`src/rtl/ccd_tg_pkg.sv`:
```
package ccd_tg_pkg;
    localparam int unsigned FINE_W  = 6;
    localparam int unsigned LINE_W  = 16;
    localparam int unsigned NUM_PIX = 7;
    localparam int unsigned NUM_OUT = 10;

    typedef enum logic {ST_IDLE = 1'b0, ST_RUN = 1'b1} tg_state_e;

    localparam logic [7:0] A_DOT_PER  = 8'h00;
    localparam logic [7:0] A_PIX_PER  = 8'h01;
    localparam logic [7:0] A_LINE_HI  = 8'h02;
    localparam logic [7:0] A_LINE_LO  = 8'h03;
    localparam logic [7:0] A_ADC_RISE = 8'h04;
    localparam logic [7:0] A_ADC_FALL = 8'h05;
    localparam logic [7:0] A_SHR_HI   = 8'h06;
    localparam logic [7:0] A_SHR_LO   = 8'h07;
    localparam logic [7:0] A_SHF_HI   = 8'h08;
    localparam logic [7:0] A_SHF_LO   = 8'h09;
    localparam logic [7:0] A_LDR_HI   = 8'h0A;
    localparam logic [7:0] A_LDR_LO   = 8'h0B;
    localparam logic [7:0] A_LDF_HI   = 8'h0C;
    localparam logic [7:0] A_LDF_LO   = 8'h0D;
    localparam logic [7:0] A_MASK_LO  = 8'h0E;
    localparam logic [7:0] A_MASK_HI  = 8'h0F;
    localparam logic [7:0] A_PIX_BASE = 8'h10;
endpackage

```
`src/rtl/ccd_tg_count.sv`:
```
module ccd_tg_count #(
    parameter int unsigned W = 6
) (
    input  logic         clk,
    input  logic         rst_n,
    input  logic         run,
    input  logic         step,
    input  logic [W-1:0] per_in,
    output logic [W-1:0] cnt,
    output logic [W-1:0] per_act,
    output logic         wrap
);
    assign wrap = run && step && (cnt == per_act);

    // working period: tracks the register while idle, reloads only on wrap
    always_ff @(posedge clk or negedge rst_n) begin
        if (!rst_n) begin
            per_act <= '0;
        end else if (!run || wrap) begin
            per_act <= per_in;
        end
    end

    always_ff @(posedge clk or negedge rst_n) begin
        if (!rst_n) begin
            cnt <= '0;
        end else if (!run) begin
            cnt <= '0;
        end else if (step) begin
            cnt <= wrap ? '0 : cnt + 1'b1;
        end
    end
endmodule

```
`src/rtl/ccd_tg_edge.sv`:
```
module ccd_tg_edge #(
    parameter int unsigned W = 6
) (
    input  logic         clk,
    input  logic         rst_n,
    input  logic         run,
    input  logic [W-1:0] cnt,
    input  logic [W-1:0] rise,
    input  logic [W-1:0] fall,
    output logic         q
);
    // fall wins over rise, so equal positions keep the strobe low
    always_ff @(posedge clk or negedge rst_n) begin
        if (!rst_n) begin
            q <= 1'b0;
        end else if (!run) begin
            q <= 1'b0;
        end else if (cnt == fall) begin
            q <= 1'b0;
        end else if (cnt == rise) begin
            q <= 1'b1;
        end
    end
endmodule

```
`src/rtl/ccd_tg_regs.sv`:
```
module ccd_tg_regs
    import ccd_tg_pkg::*;
(
    input  logic                           clk,
    input  logic                           rst_n,
    input  logic                           we,
    input  logic [7:0]                     addr,
    input  logic [7:0]                     wdata,
    output logic [7:0]                     rdata,
    output logic [FINE_W-1:0]              dot_per,
    output logic [FINE_W-1:0]              pix_per,
    output logic [LINE_W-1:0]              line_per,
    output logic [FINE_W-1:0]              adc_rise,
    output logic [FINE_W-1:0]              adc_fall,
    output logic [LINE_W-1:0]              sh_rise,
    output logic [LINE_W-1:0]              sh_fall,
    output logic [LINE_W-1:0]              led_rise,
    output logic [LINE_W-1:0]              led_fall,
    output logic [NUM_OUT-1:0]             mask,
    output logic [NUM_PIX-1:0][FINE_W-1:0] pr_rise,
    output logic [NUM_PIX-1:0][FINE_W-1:0] pr_fall
);
    localparam int unsigned PADF = 8 - FINE_W;
    localparam int unsigned PADM = 16 - NUM_OUT;

    always_ff @(posedge clk or negedge rst_n) begin
        if (!rst_n) begin
            dot_per  <= '0;
            pix_per  <= '0;
            line_per <= '0;
            adc_rise <= '0;
            adc_fall <= '0;
            sh_rise  <= '0;
            sh_fall  <= '0;
            led_rise <= '0;
            led_fall <= '0;
            mask     <= '0;
        end else if (we) begin
            case (addr)
                A_DOT_PER:  dot_per        <= wdata[FINE_W-1:0];
                A_PIX_PER:  pix_per        <= wdata[FINE_W-1:0];
                A_LINE_HI:  line_per[15:8] <= wdata;
                A_LINE_LO:  line_per[7:0]  <= wdata;
                A_ADC_RISE: adc_rise       <= wdata[FINE_W-1:0];
                A_ADC_FALL: adc_fall       <= wdata[FINE_W-1:0];
                A_SHR_HI:   sh_rise[15:8]  <= wdata;
                A_SHR_LO:   sh_rise[7:0]   <= wdata;
                A_SHF_HI:   sh_fall[15:8]  <= wdata;
                A_SHF_LO:   sh_fall[7:0]   <= wdata;
                A_LDR_HI:   led_rise[15:8] <= wdata;
                A_LDR_LO:   led_rise[7:0]  <= wdata;
                A_LDF_HI:   led_fall[15:8] <= wdata;
                A_LDF_LO:   led_fall[7:0]  <= wdata;
                A_MASK_LO:  mask[7:0]      <= wdata;
                A_MASK_HI:  mask[NUM_OUT-1:8] <= wdata[NUM_OUT-9:0];
                default: ;
            endcase
        end
    end

    for (genvar gi = 0; gi < NUM_PIX; gi++) begin : g_pix_reg
        localparam logic [7:0] A_R = 8'(A_PIX_BASE + 2 * gi);
        localparam logic [7:0] A_F = 8'(A_PIX_BASE + 2 * gi + 1);
        always_ff @(posedge clk or negedge rst_n) begin
            if (!rst_n) begin
                pr_rise[gi] <= '0;
                pr_fall[gi] <= '0;
            end else if (we && addr == A_R) begin
                pr_rise[gi] <= wdata[FINE_W-1:0];
            end else if (we && addr == A_F) begin
                pr_fall[gi] <= wdata[FINE_W-1:0];
            end
        end
    end

    always_comb begin
        rdata = '0;
        case (addr)
            A_DOT_PER:  rdata = {{PADF{1'b0}}, dot_per};
            A_PIX_PER:  rdata = {{PADF{1'b0}}, pix_per};
            A_LINE_HI:  rdata = line_per[15:8];
            A_LINE_LO:  rdata = line_per[7:0];
            A_ADC_RISE: rdata = {{PADF{1'b0}}, adc_rise};
            A_ADC_FALL: rdata = {{PADF{1'b0}}, adc_fall};
            A_SHR_HI:   rdata = sh_rise[15:8];
            A_SHR_LO:   rdata = sh_rise[7:0];
            A_SHF_HI:   rdata = sh_fall[15:8];
            A_SHF_LO:   rdata = sh_fall[7:0];
            A_LDR_HI:   rdata = led_rise[15:8];
            A_LDR_LO:   rdata = led_rise[7:0];
            A_LDF_HI:   rdata = led_fall[15:8];
            A_LDF_LO:   rdata = led_fall[7:0];
            A_MASK_LO:  rdata = mask[7:0];
            A_MASK_HI:  rdata = {{PADM{1'b0}}, mask[NUM_OUT-1:8]};
            default: begin
                for (int i = 0; i < NUM_PIX; i++) begin
                    if (addr == 8'(A_PIX_BASE + 2 * i)) begin
                        rdata = {{PADF{1'b0}}, pr_rise[i]};
                    end
                    if (addr == 8'(A_PIX_BASE + 2 * i + 1)) begin
                        rdata = {{PADF{1'b0}}, pr_fall[i]};
                    end
                end
            end
        endcase
    end
endmodule

```
`src/rtl/ccd_timing_gen.sv`:
```
module ccd_timing_gen
    import ccd_tg_pkg::*;
(
    input  logic       clk,
    input  logic       rst_n,
    input  logic       en,
    input  logic       reg_we,
    input  logic [7:0] reg_addr,
    input  logic [7:0] reg_wdata,
    output logic [7:0] reg_rdata,
    output logic       adclk,
    output logic       sh,
    output logic       led,
    output logic       rs1,
    output logic       rs2,
    output logic       shr,
    output logic       shs,
    output logic       h1,
    output logic       h2,
    output logic       clamp
);
    tg_state_e state, state_nx;
    logic      run;

    logic [FINE_W-1:0]              dot_per, pix_per, adc_rise, adc_fall;
    logic [LINE_W-1:0]              line_per, sh_rise, sh_fall, led_rise, led_fall;
    logic [NUM_OUT-1:0]             mask;
    logic [NUM_PIX-1:0][FINE_W-1:0] pr_rise, pr_fall;

    logic [FINE_W-1:0] dot_cnt, dot_act, pix_cnt, pix_act;
    logic [LINE_W-1:0] line_cnt, line_act;
    logic              dot_wrap, pix_wrap, line_wrap;
    logic [NUM_OUT-1:0] raw_q, outs;

    // state register
    always_ff @(posedge clk or negedge rst_n) begin
        if (!rst_n) begin
            state <= ST_IDLE;
        end else begin
            state <= state_nx;
        end
    end

    // next state
    always_comb begin
        state_nx = state;
        unique case (state)
            ST_IDLE: if (en)  state_nx = ST_RUN;
            ST_RUN:  if (!en) state_nx = ST_IDLE;
        endcase
    end

    // state outputs
    always_comb begin
        run = 1'b0;
        unique case (state)
            ST_IDLE: run = 1'b0;
            ST_RUN:  run = 1'b1;
        endcase
    end

    ccd_tg_regs u_regs (
        .clk(clk), .rst_n(rst_n), .we(reg_we), .addr(reg_addr),
        .wdata(reg_wdata), .rdata(reg_rdata),
        .dot_per(dot_per), .pix_per(pix_per), .line_per(line_per),
        .adc_rise(adc_rise), .adc_fall(adc_fall),
        .sh_rise(sh_rise), .sh_fall(sh_fall),
        .led_rise(led_rise), .led_fall(led_fall),
        .mask(mask), .pr_rise(pr_rise), .pr_fall(pr_fall)
    );

    ccd_tg_count #(.W(FINE_W)) u_dot (
        .clk(clk), .rst_n(rst_n), .run(run), .step(1'b1), .per_in(dot_per),
        .cnt(dot_cnt), .per_act(dot_act), .wrap(dot_wrap)
    );

    ccd_tg_count #(.W(FINE_W)) u_pix (
        .clk(clk), .rst_n(rst_n), .run(run), .step(1'b1), .per_in(pix_per),
        .cnt(pix_cnt), .per_act(pix_act), .wrap(pix_wrap)
    );

    ccd_tg_count #(.W(LINE_W)) u_line (
        .clk(clk), .rst_n(rst_n), .run(run), .step(pix_wrap), .per_in(line_per),
        .cnt(line_cnt), .per_act(line_act), .wrap(line_wrap)
    );

    ccd_tg_edge #(.W(FINE_W)) u_adc (
        .clk(clk), .rst_n(rst_n), .run(run), .cnt(dot_cnt),
        .rise(adc_rise), .fall(adc_fall), .q(raw_q[0])
    );

    ccd_tg_edge #(.W(LINE_W)) u_sh (
        .clk(clk), .rst_n(rst_n), .run(run), .cnt(line_cnt),
        .rise(sh_rise), .fall(sh_fall), .q(raw_q[1])
    );

    ccd_tg_edge #(.W(LINE_W)) u_led (
        .clk(clk), .rst_n(rst_n), .run(run), .cnt(line_cnt),
        .rise(led_rise), .fall(led_fall), .q(raw_q[2])
    );

    for (genvar gi = 0; gi < NUM_PIX; gi++) begin : g_pix_edge
        ccd_tg_edge #(.W(FINE_W)) u_pe (
            .clk(clk), .rst_n(rst_n), .run(run), .cnt(pix_cnt),
            .rise(pr_rise[gi]), .fall(pr_fall[gi]), .q(raw_q[3+gi])
        );
    end

    assign outs  = raw_q & ~mask & {NUM_OUT{run}};
    assign adclk = outs[0];
    assign sh    = outs[1];
    assign led   = outs[2];
    assign rs1   = outs[3];
    assign rs2   = outs[4];
    assign shr   = outs[5];
    assign shs   = outs[6];
    assign h1    = outs[7];
    assign h2    = outs[8];
    assign clamp = outs[9];
endmodule

```
`config.mk`:
```
export PLATFORM = sky130hd
export DESIGN_NAME = ccd_timing_gen
export DESIGN_NICKNAME = d
export VERILOG_FILES = /design/src/rtl/ccd_tg_pkg.sv /design/src/rtl/ccd_tg_count.sv /design/src/rtl/ccd_tg_edge.sv /design/src/rtl/ccd_tg_regs.sv /design/src/rtl/ccd_timing_gen.sv
export SDC_FILE = /design/constraint.sdc
export NUM_CORES = 1
export LEC_CHECK = 0
export ABC_CLOCK_PERIOD_IN_PS = 8600
export BUFFER_PORTS_ARGS = -buffer_cell sky130_fd_sc_hd__buf_2
export CAP_MARGIN = 20
export CORE_MARGIN = 2
export CORE_UTILIZATION = 55
export DETAILED_ROUTE_END_ITERATION = 10
export PLACE_DENSITY = 0.82
export SETUP_SLACK_MARGIN = 0.4
export SLEW_MARGIN = 20
export SYNTH_ARGS = -nofsm -noshare
export SYNTH_HDL_FRONTEND = slang
export SYNTH_HIERARCHICAL = 1
export SYNTH_SLANG_ARGS = --single-unit
```
`constraint.sdc`:
```
create_clock -name clk -period 8.6 [get_ports clk]
set_clock_uncertainty 0.15 [all_clocks]
set_input_delay 0.86 -clock clk [delete_from_list [all_inputs] [get_ports clk]]
set_output_delay 0.86 -clock clk [all_outputs]
set_load 0.03 [all_outputs]
```
==> results of run 1 <==
-- metal layers --
| layer | track usage [%] | up-vias | share of wire, % |
|---|---|---|---|
| li1 | - | 4615 | - |
| met1 | 45.2 | 5606 | 42 |
| met2 | 49.4 | 603 | 45 |
| met3 | 5.18 | 142 | 8.6 |
| met4 | 13.4 | 0 | 4.6 |
| met5 | 0 | - | 0 |
-- sequential cells by signal, indices dropped and copies added, names as in the netlist, 7 cells and up --
name               flops
u_regs/sh_rise        16
u_regs/led_rise       16
g_pix_edge.u_pe/q      7
u_line/per_act        16
u_line/cnt            16
u_regs/line_per       16
u_regs/mask           10
u_regs/pr_fall        42
u_regs/sh_fall        16
u_regs/led_fall       16
u_regs/pr_rise        42
-- layout make-up --
type	instances	area share (%)
clock buffers	39	5.24
clock inverters	13	1.12
inverters	13	0.303
multi-input cells	928	47.6
flip-flops and latches	265	41.2
well taps	335	2.60
repair buffers	53	1.98
-- worst paths after layout --
check                                                      end  slack [ns]                     start  cells past startpoint
worst max-delay path                              reg_rdata[3]        3.85               reg_addr[0]                      8
worst min-delay path            u_regs/pr_rise[31]$_DFFE_PN0P_        0.09                     rst_n                      1
worst max register to register  u_line/per_act[10]$_DFFE_PN0P_        4.92  u_pix/cnt[5]$_DFFE_PN0P_                     10
worst min register to register              u_sh/q$_DFFE_PN0P_        0.37        u_sh/q$_DFFE_PN0P_                      2
max in group asynchronous        u_line/per_act[0]$_DFFE_PN0P_        6.50                     rst_n                      3
min in group clk                               state$_DFF_PN0_        0.28                        en                      1
-- power breakdown --
group | leakage [uW] | switching, uW | internal [uW]
registers | 0.00364 | 83.6 | 1310
clock network | 0.000498 | 510 | 804
logic | 0.00356 | 201 | 142
total | 0.00770 | 794 | 2260
-- stage by stage --
| stage | hold slack (ns) | power (uW) | setup slack [ns] | cells | util [%] |
|---|---|---|---|---|---|
| after global routing | 0.130 | 3140 | 3.65 | 1646 | 62.0 |
| after detailed placement | 0.353 | 1750 | 3.93 | 1594 | 58.0 |
| after floorplan | 0.320 | 1610 | 4.83 | 1263 | - |
| after CTS | 0.110 | 3060 | 3.93 | 1646 | 62.0 |
| final | 0.0949 | 3050 | 3.85 | 1646 | 62.0 |
| after global placement | 0.342 | 1730 | 3.95 | 1594 | 58.0 |
==> flow_summary.toml, run 1 <==
[run_status]
outcome = "finished clean"

[die]
core_area_um2 = 26000
rows = 59
io-pin-count = 38
fp.dieArea_um2 = 27700
start_util_pct = 55.9
die_h_um = 167
dieWidth_um = 167

[timing]
final_hold_viol_count = 0
fin_crit_ns = 4.75
fin_tns_setup_ns = 0
worst_pin_slew_ns = 1.21
finalMaxSlewViolations = 0
setup_viol = 0
clock.fmax_mhz = 211
max_slew_margin_pct = 19.3
rsz0062_at_grt = "no"
period_share_pct = 55.2

[clock_network]
worst_skew_pair.late_latency_ns = 0.55
cts_root_buf = "clkbuf_16"
clock_sinks = 265
cts_max_path_buffers = 3
hold_buffers = 0
htreeDepth = 1
postCtsSetupRepairBufs = 0
cts_tree = "yes"
cts_buffers = 29
clk_pin_slew_ns = 0.06
postCtsResizedCells = 0

[global_route]
grt.total_usage_pct = 32.0
grt_pass1_vias = 11172
grt_pass1_wl_mm = 68.7
antenna_found_initial = 0
grt_max_degree = 83
overflow = 0

[finish]
fin_nets = 1313
regArea_um2 = 6630
nFillCells = 2025
syn2layout_area_growth_pct = 10.8
insertedDiodeCount = 0
final_area_um2 = 16100
layout_common_cells = "dfrtp_1 (263), mux2_2 (223), xnor2_1 (110)"
multi_input_area_um2 = 7660
final_common_cell = "dfrtp_1"
drive_gt1_share_pct = 28.5

[power]
ir_worst_vdd_v = 0.000182
power_leakage_uw = 0.00770
powerDensity_nw_per_um2 = 189

[synthesis]
synth_area_um2 = 14500
synth_area_per_cell_um2 = 11.6
syn_inst = 1253
yosysWarnings = 6

[critical_path]
arrival_ns = 3.74
start_kind = "input port"
cp_cell_sequence = "buf_2 -> buf_4 -> inv_1 -> o2111ai_1 -> o211ai_1 -> o21ai_0 -> nand4_1 -> buf_2"
cp_max_fo = 36
crit_path_end_kind = "primary output"
crit_type = "input port to primary output"
path_buf_inv = 4
critical_path.top_delay_family = "buffers and inverters"
critical-path-max-stage-delay_ns = 0.70
timing.critical_path.mode_cell = "buf_2"
cp.required_ns = 7.59
critical_path.slowest_cell = "buf_2"

[place]
placed_cell_area_um2 = 15100
post-dp-hpwl_mm = 29.9
place_congestion = 0.979
io_buffers = 37

[worst_hold_path]
hold_class = "input port to asynchronous set/reset pin"

[routing]
wire_per_inst_um = 27.1
viasPerCell = 6.66
drc = 0
detail_route.first_pass.iterations = 6
routed_wl_mm = 44.6
drtIter0Drc = 1279
drtAntennaViolNets = 0
dr_total_vias = 10966

[flow_run]
max_cap_violations = 0
No activity file was read; power rests on OpenSTA's default activity.
==> run 2: changes to the inputs <==
Settings changed: ABC_CLOCK_PERIOD_IN_PS 8600 to 3910, PLACE_DENSITY 0.82 to 0.84.
Clock period 8.6 ns to 3.91 ns, I/O delays scaled along.
==> run 2 against run 1 <==
  * Clock-buffer cell count up 1
  * Register-to-register slack worse by 4.0 ns
  * Clock power up 99%
  * Design area up 0.22%
  * Critical path depth down 1
  * Die area unchanged
  * Setup slack worse by 3.3 ns
  * Via count up 0.93%
  * Critical path type unchanged
  * Largest power group unchanged
  * Highest routed layer unchanged
==> flow_summary.toml, run 2 (synthesized netlist as in run 1, its figures left out) <==
[power]
p_total_uw = 6430
ir_worst_vdd_v = 0.000445
power_leakage_uw = 0.00774
powerDensity_nw_per_um2 = 399

[timing]
period_share_pct = 86.7
worst_pin_slew_ns = 0.836
setup_viol = 0
clock.fmax_mhz = 295
final_hold_viol_count = 0
finalMaxSlewViolations = 0
max_slew_margin_pct = 44.3
fin_tns_setup_ns = 0
fin_crit_ns = 3.39
rsz0062_at_grt = "no"

[die]
io-pin-count = 38
fp.dieArea_um2 = 27700
die_h_um = 167
rows = 59
start_util_pct = 55.9
dieWidth_um = 167
core_area_um2 = 26000

[routing]
detail_route.first_pass.iterations = 6
wire_per_inst_um = 26.3
viasPerCell = 6.66
dr_total_vias = 11068
drc = 0
routed_wl_mm = 43.6
drtIter0Drc = 1413
drtAntennaViolNets = 0

[clock_network]
cts_root_buf = "clkbuf_16"
cts_max_path_buffers = 3
worst_skew_pair.late_latency_ns = 0.55
postCtsResizedCells = 0
cts_buffers = 28
hold_buffers = 2
clk_pin_slew_ns = 0.06
cts_tree = "yes"
postCtsSetupRepairBufs = 0
htreeDepth = 1
clock_sinks = 265

[critical_path]
crit_type = "input port to primary output"
cp.required_ns = 3.37
cp_max_fo = 27
start_kind = "input port"
crit_path_end_kind = "primary output"
arrival_ns = 2.85

[finish]
nFillCells = 1983
fin_nets = 1327
final_common_cell = "dfrtp_1"
drive_gt1_share_pct = 28.4
insertedDiodeCount = 0
layout_common_cells = "dfrtp_1 (265), mux2_2 (223), xnor2_1 (110)"
syn2layout_area_growth_pct = 11.1
largestRegisters = "u_regs/pr_fall x42, u_regs/pr_rise x42"

[global_route]
overflow = 0
grt_pass1_vias = 11178
grt_pass1_wl_mm = 67.6
grt.total_usage_pct = 31.2
antenna_found_initial = 0
grt_max_degree = 105

[place]
post-dp-hpwl_mm = 30.0
place_congestion = 1.05
io_buffers = 37

[run_status]
outcome = "finished clean"

[flow_run]
max_cap_violations = 0

[worst_hold_path]
hold_class = "input port to flip-flop"
## run 2: cell count changes in the layout (fill, tap and decap cells not counted), sizes merged
cell	delta
buf	+13
bufinv	-2
clkinv	+2
inv	+1
dlygate4sd3	+2
clkbuf	+1
clkinvlp	-2
## run 2: worst max-delay path: stages
cell,delay (ns)
buf_2,0.55
mux4_2,0.60
nand2_1,0.09
a21oi_1,0.08
o21ai_0,0.59
nand4_1,0.27
buf_2,0.26
## run 2: where the power goes
part | internal (uW) | total (uW) | switching [uW]
clock | 1520 | 2610 | 1090
combinational | 326 | 782 | 456
sequential | 2880 | 3050 | 165
## run 2: layout make-up
type	instances	area [um2]	area share (%)
Timing Repair Buffer	68	483	2.99
Clock buffer	40	777	4.81
Sequential cell	265	6630	41.1
Inverter	13	48.8	0.302
Clock inverter	12	120	0.744
Tap cell	335	419	2.60
Multi-Input combinational cell	928	7660	47.5
## run 2: path summary, 6_finish.rpt
check	startpoint	endpoint	slack [ns]	cells after the start
worst max-delay path	reg_addr[0]	reg_rdata[3]	0.52	7
worst min-delay path	reg_wdata[7]	u_regs/sh_fall[7]$_DFFE_PN0P_	0.12	2
worst max register to register	u_pix/per_act[5]$_DFFE_PN0P_	u_line/cnt[14]$_DFFE_PN0P_	0.94	9
worst min register to register	u_pix/per_act[2]$_DFFE_PN0P_	u_pix/per_act[2]$_DFFE_PN0P_	0.38	1
max in group asynchronous	rst_n	u_dot/cnt[3]$_DFFE_PN0P_	2.34	3
min in group asynchronous	rst_n	u_regs/pr_fall[18]$_DFFE_PN0P_	0.32	2
## run 2: per-layer routing
layer  share of wire (%)  GRT usage, %  vias up  wire length [um]
met4                 4.3          12.2        0              1900
met5                   0         0.174        -                 0
met3                 9.8          5.94      149              4290
met1                  40          43.2     5575             17600
li1                    -             -     4645                 -
met2                  45          49.0      699             19800
## run 2: through the flow
| stage | worst slack (ns) | std cells | util [%] | cell area (um2) | hold WS, ns |
|---|---|---|---|---|---|
| 2_1_floorplan | 1.05 | 1263 | - | 14600 | -0.0546 |
| 3_3_place_gp | 0.775 | 1607 | 58.6 | 15200 | 0.337 |
| 3_5_place_dp | 0.738 | 1607 | 58.6 | 15200 | 0.346 |
| 4_1_cts | 0.745 | 1661 | 62.1 | 16100 | 0.0962 |
| 5_1_grt | 0.507 | 1661 | 62.1 | 16100 | 0.134 |
| 6_report | 0.521 | 1661 | 62.1 | 16100 | 0.122 |
==> run 3: changes to the inputs <==
Settings changed: BUFFER_PORTS_ARGS -buffer_cell sky130_fd_sc_hd__buf_2 to default, DONT_BUFFER_PORTS from default to 1, GPL_TIMING_DRIVEN from default to 0, PLACE_DENSITY 0.84 to 0.83, SLEW_MARGIN 20 to 5.
==> run 3 against run 2 <==
  * The run now ends with hold timing left
  * Sequential power is essentially flat
  * Clock power about the same
  * Total power is 0.46% lower
  * Clock-buffer cell count down 1
  * Maximum frequency is 1.8% lower
  * Sequential share of layout area increased by 0.48 points
  * Critical path depth decreased by 1
  * Routed wire length is 8.4% higher
  * Register-to-register slack worse by 0.21 ns
  * Critical path type unchanged
  * Largest cell class unchanged
==> flow_summary.toml, run 3 (synthesized netlist as in run 1, its figures left out) <==
[die]
dieWidth_um = 167
die_h_um = 167
core_area_um2 = 26000
fp.dieArea_um2 = 27700
io-pin-count = 38
start_util_pct = 55.9
rows = 59

[critical_path]
crit_path_end_kind = "primary output"
arrival_ns = 2.91
path_buf_inv = 2
crit_type = "input port to primary output"
r2r_slack_ns = 0.73
critical_path.top_delay_family = "buffers and inverters"
reg2reg_to = "u_line/per_act[1]$_DFFE_PN0P_"
critical-path-max-stage-delay_ns = 0.76
cp_max_fo = 10
reg2reg_depth = 9
start_kind = "input port"
cp_cell_sequence = "clkbuf_1 -> clkbuf_1 -> o22ai_1 -> o22ai_1 -> nor3_1 -> o211ai_1"
r2r_start = "u_pix/cnt[2]$_DFFE_PN0P_"
critical_path.slowest_cell = "clkbuf_1"
cp.required_ns = 3.37

[clock_network]
worst_skew_pair.late_latency_ns = 0.56
cts_max_path_buffers = 3
cts_buffers = 28
cts_tree = "yes"
clk_pin_slew_ns = 0.06
htreeDepth = 1
hold_buffers = 3
clock_sinks = 265
postCtsSetupRepairBufs = 0
cts_root_buf = "clkbuf_16"

[routing]
detail_route.first_pass.iterations = 8
drtIter0Drc = 1139
wire_per_inst_um = 28.7
viasPerCell = 6.74
drc = 0
routed_wl_mm = 47.3
dr_total_vias = 11109
drtAntennaViolNets = 0

[power]
p_total_uw = 6400
power_leakage_uw = 0.00755
ir_worst_vdd_v = 0.000414
powerDensity_nw_per_um2 = 401

[finish]
final_cells = 1649
final_area_um2 = 16000
largestRegisters = "u_regs/pr_fall x42, u_regs/pr_rise x42"
syn2layout_area_growth_pct = 9.95
layout_common_cells = "dfrtp_1 (259), mux2_2 (223), xnor2_1 (110)"
fin_nets = 1321
final_common_cell = "dfrtp_1"
insertedDiodeCount = 0
drive_gt1_share_pct = 25.7

[place]
post-dp-hpwl_mm = 33.2
place_inst = 1600
place_congestion = 1.01
placed_cell_area_um2 = 15000
io_buffers = 0

[timing]
final_hold_viol_count = 265
clock.fmax_mhz = 290
finalMaxSlewViolations = 0
worst_pin_slew_ns = 0.990
max_slew_margin_pct = 34.0
period_share_pct = 88.2
rsz0062_at_grt = "no"
whs_ns = -0.612
setup_viol = 0
fin_crit_ns = 3.45

[worst_hold_path]
hold_class = "input port to asynchronous set/reset pin"

[global_route]
antenna_found_initial = 0
overflow = 0
grt.total_usage_pct = 33.9
grt_max_degree = 266
grt_pass1_vias = 11358
grt_pass1_wl_mm = 71.1

[run_status]
outcome = "finished, violations left"
violations = "hold timing"

[flow_run]
max_cap_violations = 0
[run 3: changes by cell type in the layout (fill, tap and decap cells not counted), moves of 2 or more]
cell	previous run	this run
clkinv_2	7	3
clkbuf_2	0	4
dfrtp_2	0	5
buf_2	36	12
buf_12	4	0
buf_1	0	2
dfrtp_1	265	259
clkbuf_8	1	5
clkbuf_1	10	40
buf_4	25	4
[run 3: worst max-delay path by stage]
stage                                        start                            end  slack [ns]  cells past startpoint
after floorplan                    state$_DFF_PN0_  u_line/per_act[0]$_DFFE_PN0P_        1.05                      9
final                                  reg_addr[1]                   reg_rdata[5]        0.46                      6
after CTS                          state$_DFF_PN0_  u_line/per_act[5]$_DFFE_PN0P_        0.42                      9
after global placement             state$_DFF_PN0_  u_line/per_act[4]$_DFFE_PN0P_       -0.02                      9
after global routing                   reg_addr[0]                   reg_rdata[3]        0.48                      7
after detailed placement  u_pix/cnt[3]$_DFFE_PN0P_  u_line/per_act[3]$_DFFE_PN0P_        0.21                      9
[run 3: layout make-up]
| type | instances | area [um2] |
|---|---|---|
| Timing Repair Buffer | 5 | 65.1 |
| Clock buffer | 39 | 792 |
| Inverter | 13 | 48.8 |
| Fill cell | 2070 | 10000 |
| Buffer | 57 | 256 |
| Sequential cell | 265 | 6640 |
| Clock inverter | 7 | 98.8 |
| Multi-Input combinational cell | 928 | 7660 |
| Tap cell | 335 | 419 |
[run 3: worst reg2reg max path: stages, from the launching register on]
cell	delay (ns)
dfrtp_2	0.79
xnor2_1	0.22
o2111ai_2	0.23
nor2_2	0.37
nand2_1	0.12
nor2_1	0.11
nand2_1	0.07
o21ai_0	0.29
buf_2	0.34
mux2_2	0.39
[run 3: timing repair]
action / 4_1_cts / 5_1_grt
endpoints found under the setup margin: 31 / 30
resized for setup: 8 / 9
endpoints found under the hold margin: 268 / 265
pin swaps: 1 / 1
[run 3: layer usage]
| layer | vias to the layer above | share of wire [%] | GRT usage (%) |
|---|---|---|---|
| met3 | 157 | 10 | 8.27 |
| met4 | 0 | 4.8 | 15.0 |
| met5 | - | 0 | 0 |
| met1 | 5669 | 40 | 45.8 |
| met2 | 645 | 45 | 52.4 |
| li1 | 4638 | - | - |
[run 3: power by group]
part	switching, uW	internal (uW)	leakage (uW)
Clock	1100	1530	0.000435
Sequential	186	2880	0.00364
Combinational	400	309	0.00348
[run 3: through the flow]
| step | setup TNS [ns] | worst slack [ns] | util, % | hold WS (ns) |
|---|---|---|---|---|
| 6_report | 0 | 0.461 | 61.5 | -0.612 |
| 5_1_grt | 0 | 0.475 | 61.5 | -0.629 |
| 4_1_cts | 0 | 0.421 | 61.4 | -0.632 |
| 3_5_place_dp | 0 | 0.207 | 57.8 | -0.0502 |
| 3_3_place_gp | -0.158 | -0.0169 | 57.7 | -0.0471 |
| 2_1_floorplan | 0 | 1.05 | - | -0.0546 |
